<file path="src/rtl/alu_pkg.sv">
package alu_pkg;

  localparam int ALU_W = 32;

  typedef enum logic [4:0] {
    OP_ADD    = 5'd0,
    OP_SUB    = 5'd1,
    OP_MUL    = 5'd2,
    OP_AND    = 5'd3,
    OP_OR     = 5'd4,
    OP_XOR    = 5'd5,
    OP_NOR    = 5'd6,
    OP_XNOR   = 5'd7,
    OP_SLL    = 5'd8,
    OP_SRA    = 5'd9,
    OP_SRL    = 5'd10,
    OP_SEXTB  = 5'd11,
    OP_SEXTH  = 5'd12,
    OP_CMPEQ  = 5'd13,
    OP_CMPNE  = 5'd14,
    OP_CMPGT  = 5'd15,
    OP_CMPGE  = 5'd16,
    OP_CMPGTU = 5'd17,
    OP_CMPGEU = 5'd18
  } aluOp_e;

  typedef enum logic [2:0] {
    UNIT_NONE  = 3'd0,
    UNIT_ARITH = 3'd1,
    UNIT_MUL   = 3'd2,
    UNIT_LOGIC = 3'd3,
    UNIT_SHIFT = 3'd4,
    UNIT_EXT   = 3'd5,
    UNIT_CMP   = 3'd6
  } unitSel_e;

  typedef enum logic [1:0] {
    LOP_AND = 2'd0,
    LOP_OR  = 2'd1,
    LOP_XOR = 2'd2
  } logicOp_e;

  typedef struct packed {
    unitSel_e unit;
    logic     subtract;
    logicOp_e logicOp;
    logic     logicInvert;
    logic     shRight;
    logic     shArith;
    logic     extHalf;
    logic     cmpUnsigned;
    logic     acceptEq;
    logic     acceptGt;
    logic     acceptLt;
  } ctrlStrobes_t;

endpackage

</file>
<file path="src/rtl/alu_ctrl.sv">
module alu_ctrl
  import alu_pkg::*;
(
  input  logic [4:0]   opSel,
  output ctrlStrobes_t ctrl
);

  always_comb begin
    ctrl = '0;
    case (opSel)
      OP_ADD:    ctrl.unit = UNIT_ARITH;
      OP_SUB:    begin ctrl.unit = UNIT_ARITH; ctrl.subtract = 1'b1; end
      OP_MUL:    ctrl.unit = UNIT_MUL;
      OP_AND:    begin ctrl.unit = UNIT_LOGIC; ctrl.logicOp = LOP_AND; end
      OP_OR:     begin ctrl.unit = UNIT_LOGIC; ctrl.logicOp = LOP_OR; end
      OP_XOR:    begin ctrl.unit = UNIT_LOGIC; ctrl.logicOp = LOP_XOR; end
      OP_NOR:    begin ctrl.unit = UNIT_LOGIC; ctrl.logicOp = LOP_OR;  ctrl.logicInvert = 1'b1; end
      OP_XNOR:   begin ctrl.unit = UNIT_LOGIC; ctrl.logicOp = LOP_XOR; ctrl.logicInvert = 1'b1; end
      OP_SLL:    ctrl.unit = UNIT_SHIFT;
      OP_SRA:    begin ctrl.unit = UNIT_SHIFT; ctrl.shRight = 1'b1; ctrl.shArith = 1'b1; end
      OP_SRL:    begin ctrl.unit = UNIT_SHIFT; ctrl.shRight = 1'b1; end
      OP_SEXTB:  ctrl.unit = UNIT_EXT;
      OP_SEXTH:  begin ctrl.unit = UNIT_EXT; ctrl.extHalf = 1'b1; end
      OP_CMPEQ:  begin ctrl.unit = UNIT_CMP; ctrl.acceptEq = 1'b1; end
      OP_CMPNE:  begin ctrl.unit = UNIT_CMP; ctrl.acceptGt = 1'b1; ctrl.acceptLt = 1'b1; end
      OP_CMPGT:  begin ctrl.unit = UNIT_CMP; ctrl.acceptGt = 1'b1; end
      OP_CMPGE:  begin ctrl.unit = UNIT_CMP; ctrl.acceptGt = 1'b1; ctrl.acceptEq = 1'b1; end
      OP_CMPGTU: begin ctrl.unit = UNIT_CMP; ctrl.cmpUnsigned = 1'b1; ctrl.acceptGt = 1'b1; end
      OP_CMPGEU: begin
        ctrl.unit = UNIT_CMP; ctrl.cmpUnsigned = 1'b1;
        ctrl.acceptGt = 1'b1; ctrl.acceptEq = 1'b1;
      end
      default:   ctrl = '0;
    endcase
  end

  // A compare never accepts all three relations, so its result cannot be stuck at 1
  always_comb begin
    if (ctrl.unit == UNIT_CMP)
      AST_CMP_NOT_CONST: assert ($countones({ctrl.acceptEq, ctrl.acceptGt, ctrl.acceptLt}) inside {1, 2});
  end

endmodule

</file>
<file path="src/rtl/alu_datapath.sv">
module alu_datapath
  import alu_pkg::*;
#(
  parameter int DATA_W = ALU_W,
  parameter int BYTE_W = 8,
  parameter int HALF_W = 16
) (
  input  logic [DATA_W-1:0] opA,
  input  logic [DATA_W-1:0] opB,
  input  ctrlStrobes_t      ctrl,
  output logic [DATA_W-1:0] result
);

  localparam int SHAMT_W = $clog2(DATA_W);

  logic [DATA_W-1:0]  addendB;
  logic [DATA_W-1:0]  arithRes;
  logic [DATA_W-1:0]  mulRes;
  logic [DATA_W-1:0]  logicRaw;
  logic [DATA_W-1:0]  logicRes;
  logic [SHAMT_W-1:0] shamt;
  logic [DATA_W-1:0]  shiftRes;
  logic [DATA_W-1:0]  extRes;
  logic [DATA_W-1:0]  cmpRes;
  logic               isEq;
  logic               isGt;
  logic               isLt;

  // one adder serves add and subtract: invert opB and carry in one
  assign addendB  = ctrl.subtract ? ~opB : opB;
  assign arithRes = opA + addendB + {{(DATA_W-1){1'b0}}, ctrl.subtract};

  assign mulRes = opA * opB;

  always_comb begin
    case (ctrl.logicOp)
      LOP_AND: logicRaw = opA & opB;
      LOP_OR:  logicRaw = opA | opB;
      LOP_XOR: logicRaw = opA ^ opB;
      default: logicRaw = '0;
    endcase
  end
  assign logicRes = ctrl.logicInvert ? ~logicRaw : logicRaw;

  assign shamt = opB[SHAMT_W-1:0];
  always_comb begin
    if (!ctrl.shRight)
      shiftRes = opA << shamt;
    else if (ctrl.shArith)
      shiftRes = DATA_W'($signed(opA) >>> shamt);
    else
      shiftRes = opA >> shamt;
  end

  // both extension widths come from parameters; the generate guards degenerate sizes
  generate
    if (DATA_W > HALF_W && HALF_W > BYTE_W) begin : g_ext
      logic [DATA_W-1:0] byteExt;
      logic [DATA_W-1:0] halfExt;
      assign byteExt = {{(DATA_W-BYTE_W){opA[BYTE_W-1]}}, opA[BYTE_W-1:0]};
      assign halfExt = {{(DATA_W-HALF_W){opA[HALF_W-1]}}, opA[HALF_W-1:0]};
      assign extRes  = ctrl.extHalf ? halfExt : byteExt;
    end else begin : g_noext
      assign extRes = opA;
    end
  endgenerate

  assign isEq   = (opA == opB);
  assign isGt   = ctrl.cmpUnsigned ? (opA > opB) : ($signed(opA) > $signed(opB));
  assign isLt   = !isEq && !isGt;
  assign cmpRes = {{(DATA_W-1){1'b0}},
                   (isEq & ctrl.acceptEq) | (isGt & ctrl.acceptGt) | (isLt & ctrl.acceptLt)};

  always_comb begin
    case (ctrl.unit)
      UNIT_ARITH: result = arithRes;
      UNIT_MUL:   result = mulRes;
      UNIT_LOGIC: result = logicRes;
      UNIT_SHIFT: result = shiftRes;
      UNIT_EXT:   result = extRes;
      UNIT_CMP:   result = cmpRes;
      default:    result = '0;
    endcase
  end

  always_comb begin
    if (ctrl.unit == UNIT_CMP)
      AST_CMP_IS_BOOL: assert (result[DATA_W-1:1] == '0);
    if (ctrl.unit == UNIT_ARITH && ctrl.subtract)
      AST_SUB_INVERTS_ADD: assert (result + opB == opA);
    if (ctrl.unit == UNIT_SHIFT && ctrl.shRight && !ctrl.shArith && shamt != '0)
      AST_SRL_ZERO_TOP: assert (result[DATA_W-1] == 1'b0);
    if (ctrl.unit == UNIT_EXT && !ctrl.extHalf)
      AST_SEXTB_FILL: assert (result[DATA_W-1:BYTE_W] == {(DATA_W-BYTE_W){result[BYTE_W-1]}});
    if (ctrl.unit == UNIT_NONE)
      AST_UNDEF_ZERO: assert (result == '0);
  end

endmodule

</file>
<file path="src/rtl/int_alu.sv">
module int_alu
  import alu_pkg::*;
#(
  parameter int DATA_W = ALU_W
) (
  input  logic [DATA_W-1:0] opA,
  input  logic [DATA_W-1:0] opB,
  input  logic [4:0]        opSel,
  output logic [DATA_W-1:0] result
);

  ctrlStrobes_t ctrl;

  alu_ctrl ctrl_i (
    .opSel (opSel),
    .ctrl  (ctrl)
  );

  alu_datapath #(.DATA_W(DATA_W)) dp_i (
    .opA    (opA),
    .opB    (opB),
    .ctrl   (ctrl),
    .result (result)
  );

endmodule

</file>
<file path="config.mk">
export PLATFORM = sky130hd
export DESIGN_NAME = int_alu
export DESIGN_NICKNAME = d
export VERILOG_FILES = /design/src/rtl/alu_pkg.sv /design/src/rtl/alu_ctrl.sv /design/src/rtl/alu_datapath.sv /design/src/rtl/int_alu.sv
export SDC_FILE = /design/constraint.sdc
export NUM_CORES = 2
export LEC_CHECK = 0
export ABC_CLOCK_PERIOD_IN_PS = 10000
export BUFFER_PORTS_ARGS = -buffer_cell sky130_fd_sc_hd__buf_2
export CORE_MARGIN = 4
export CORE_UTILIZATION = 60
export DETAILED_ROUTE_END_ITERATION = 6
export GPL_TIMING_DRIVEN = 0
export MAX_ROUTING_LAYER = met4
export PLACE_DENSITY = 0.85
export SYNTH_ARGS = -nofsm -noshare
export SYNTH_HDL_FRONTEND = slang
export SYNTH_SLANG_ARGS = --single-unit
</file>
<file path="constraint.sdc">
create_clock -name vclk -period 10
set_input_delay 1 -clock vclk [all_inputs]
set_output_delay 1 -clock vclk [all_outputs]
set_load 0.01 [all_outputs]
</file>
==> impl_metrics.ini <==
[worst_setup_path]
path_class = input port to primary output
worstSetupEndpointType = primary output
worstPathRequired_ps = 9000
critPathCapture = result[31]
crit_arrival_ps = 9090
startpoint_type = input port
startpoint = opA[22]
path_max_fanout = 10

[timing]
drv_slew = 0
finalHoldViolCount = 0
fmax_mhz = 99.1
tightest_slew_ps = 1330
fin_crit_ps = 10090
period_share_pct = 101
slew_headroom_pct = 10.9
setup_viol = 3
finalWorstSetupSlack_ps = -92.7

[placement]
place_ws_ps = -2380
gp_congestion = 1.24
port_buffers = 96
dp_hpwl_um = 91800
place_inst = 3613

[floorplanning]
start_util_pct = 61.3
pin_count = 101
rows = 72
dieWidth_um = 208
fp.dieArea_um2 = 43200
die_height_um = 208
coreArea_um2 = 39100

[yosys]
synth_top_area_share_pct = 34.2
synthCells = 2998
synth_area_leaders = fa_1 34%, ha_1 13%, nor2_1 7.4%
syn_avg_cell_area_um2 = 8.00
synth_cell_types = 78
yosys.area.top_type = fa_1
synth_nets = 3726
yosysSeqAreaShare_pct = 0
synth.cell_area_um2 = 24000
yosys_warnings = 0

[final_layout]
final_common_cell = nor2_1
area_delta_synth_final_pct = 5.75
nFillCells = 3364
final_cell_mix = 473 x nor2_1, 446 x inv_1, 409 x fa_1
fin_cells = 3594
clkbuf_count = 0
final_nets = 3797
drive_gt1_share_pct = 9.03
seq_cells = 0
multi_input_comb_area_um2 = 21500
ff_latch_area_um2 = 0

[worst_hold_path]
hold_class = input port to primary output

[drt]
ant_nets = 0
detail_route.vias_per_cell = 6.89
vias = 24800
drtIter0Drc = 4061
wire_per_inst_um = 31.3
drcViolationCount = 11
wl_um = 112000
firstDrtPassIters = 7

[global_routing]
grt_max_degree = 30
grt_pass1_wl_um = 163000
gr-total-overflow = 0
track_usage_pct = 52.3
antenna_found_initial = 7
grt_pass1_vias = 25000

[outcome]
violations = DRC, setup timing
status = finished with violations

[job]
maxCapViolations = 0

[cts]
cts_hold_buf = 0
[through the flow]
step	hold slack (ps)	utilization, %	TNS [ps]	area, um^2
2_1_floorplan	2340	-	0	24000
3_3_place_gp	2760	64.2	-26150	25100
3_5_place_dp	2760	64.2	-29310	25100
4_1_cts	2760	64.4	0	25200
5_1_grt	2790	64.8	-71.9	25300
6_report	2810	64.8	-170	25400
[worst min-delay path by stage]
stage,from,endpoint,slack [ps],cells after the start
after floorplan,opB[20],result[20],2340,3
after global placement,opB[20],result[20],2760,5
after detailed placement,opB[20],result[20],2760,5
after CTS,opB[20],result[20],2760,5
after global routing,opB[20],result[20],2790,5
final,opB[20],result[20],2810,5
[layout make-up]
class                           count  area share (%)
Tap cell                          518            2.56
Timing Repair Buffer              111            2.46
Multi-Input combinational cell   2334            84.8
Buffer                            152            2.98
Antenna cell                        9          0.0888
Inverter                          470            7.11
[synthesized netlist by cell type, types with 13 or more instances]
cell / n
nor2_1: 474
inv_1: 452
fa_1: 409
nand2_1: 312
ha_1: 250
xnor2_1: 142
clkbuf_1: 128
a21oi_1: 120
o21ai_0: 93
mux4_2: 54
mux2i_1: 51
buf_1: 39
nor3_1: 34
a211oi_1: 33
o211ai_1: 33
o21ai_1: 32
a21o_1: 31
xor2_1: 26
nand3_1: 18
buf_2: 17
a31oi_1: 13
o221ai_1: 13
[repair_timing]
item | 4_1_cts | 5_1_grt
resized for setup | 67 | 66
setup endpoints to repair | 22 | 10
setup buffers | 2 | 12
pin swaps | 0 | 4
[worst max-delay path: stages]
cell      delay (ps)
buf_2            260
clkbuf_1         760
inv_1            320
nor2_1           240
fa_1             420
inv_1             80
fa_1             420
fa_1             520
fa_1             560
inv_1             50
fa_1             480
fa_1             500
fa_1             570
fa_1             450
ha_1             380
inv_1            120
nor2_4           220
nand4_1          190
o32ai_4          440
o21ai_1          190
a31oi_1          270
xnor2_1          180
o211ai_1         270
buf_2            190
[kinds of logic (layout without fill, tap and decap cells)]
family	Yosys count	after routing	synth area share [%]
AO/OA/AOI/OAI	476	476	12.8
XOR/XNOR	168	168	6.14
adder cells (fa/ha/maj)	659	659	47.2
buffers and inverters	664	733	10.7
multiplexers	112	112	7.53
other	0	9	0
AND/OR/NAND/NOR	919	919	15.6
[per-layer routing]
metal	routed length [um]	share of wire (%)	track usage, %
met1	37800	34	63.3
met4	10800	9.6	34.7
met3	21300	19	27.2
met2	42500	38	67.2
met5	0	0	-
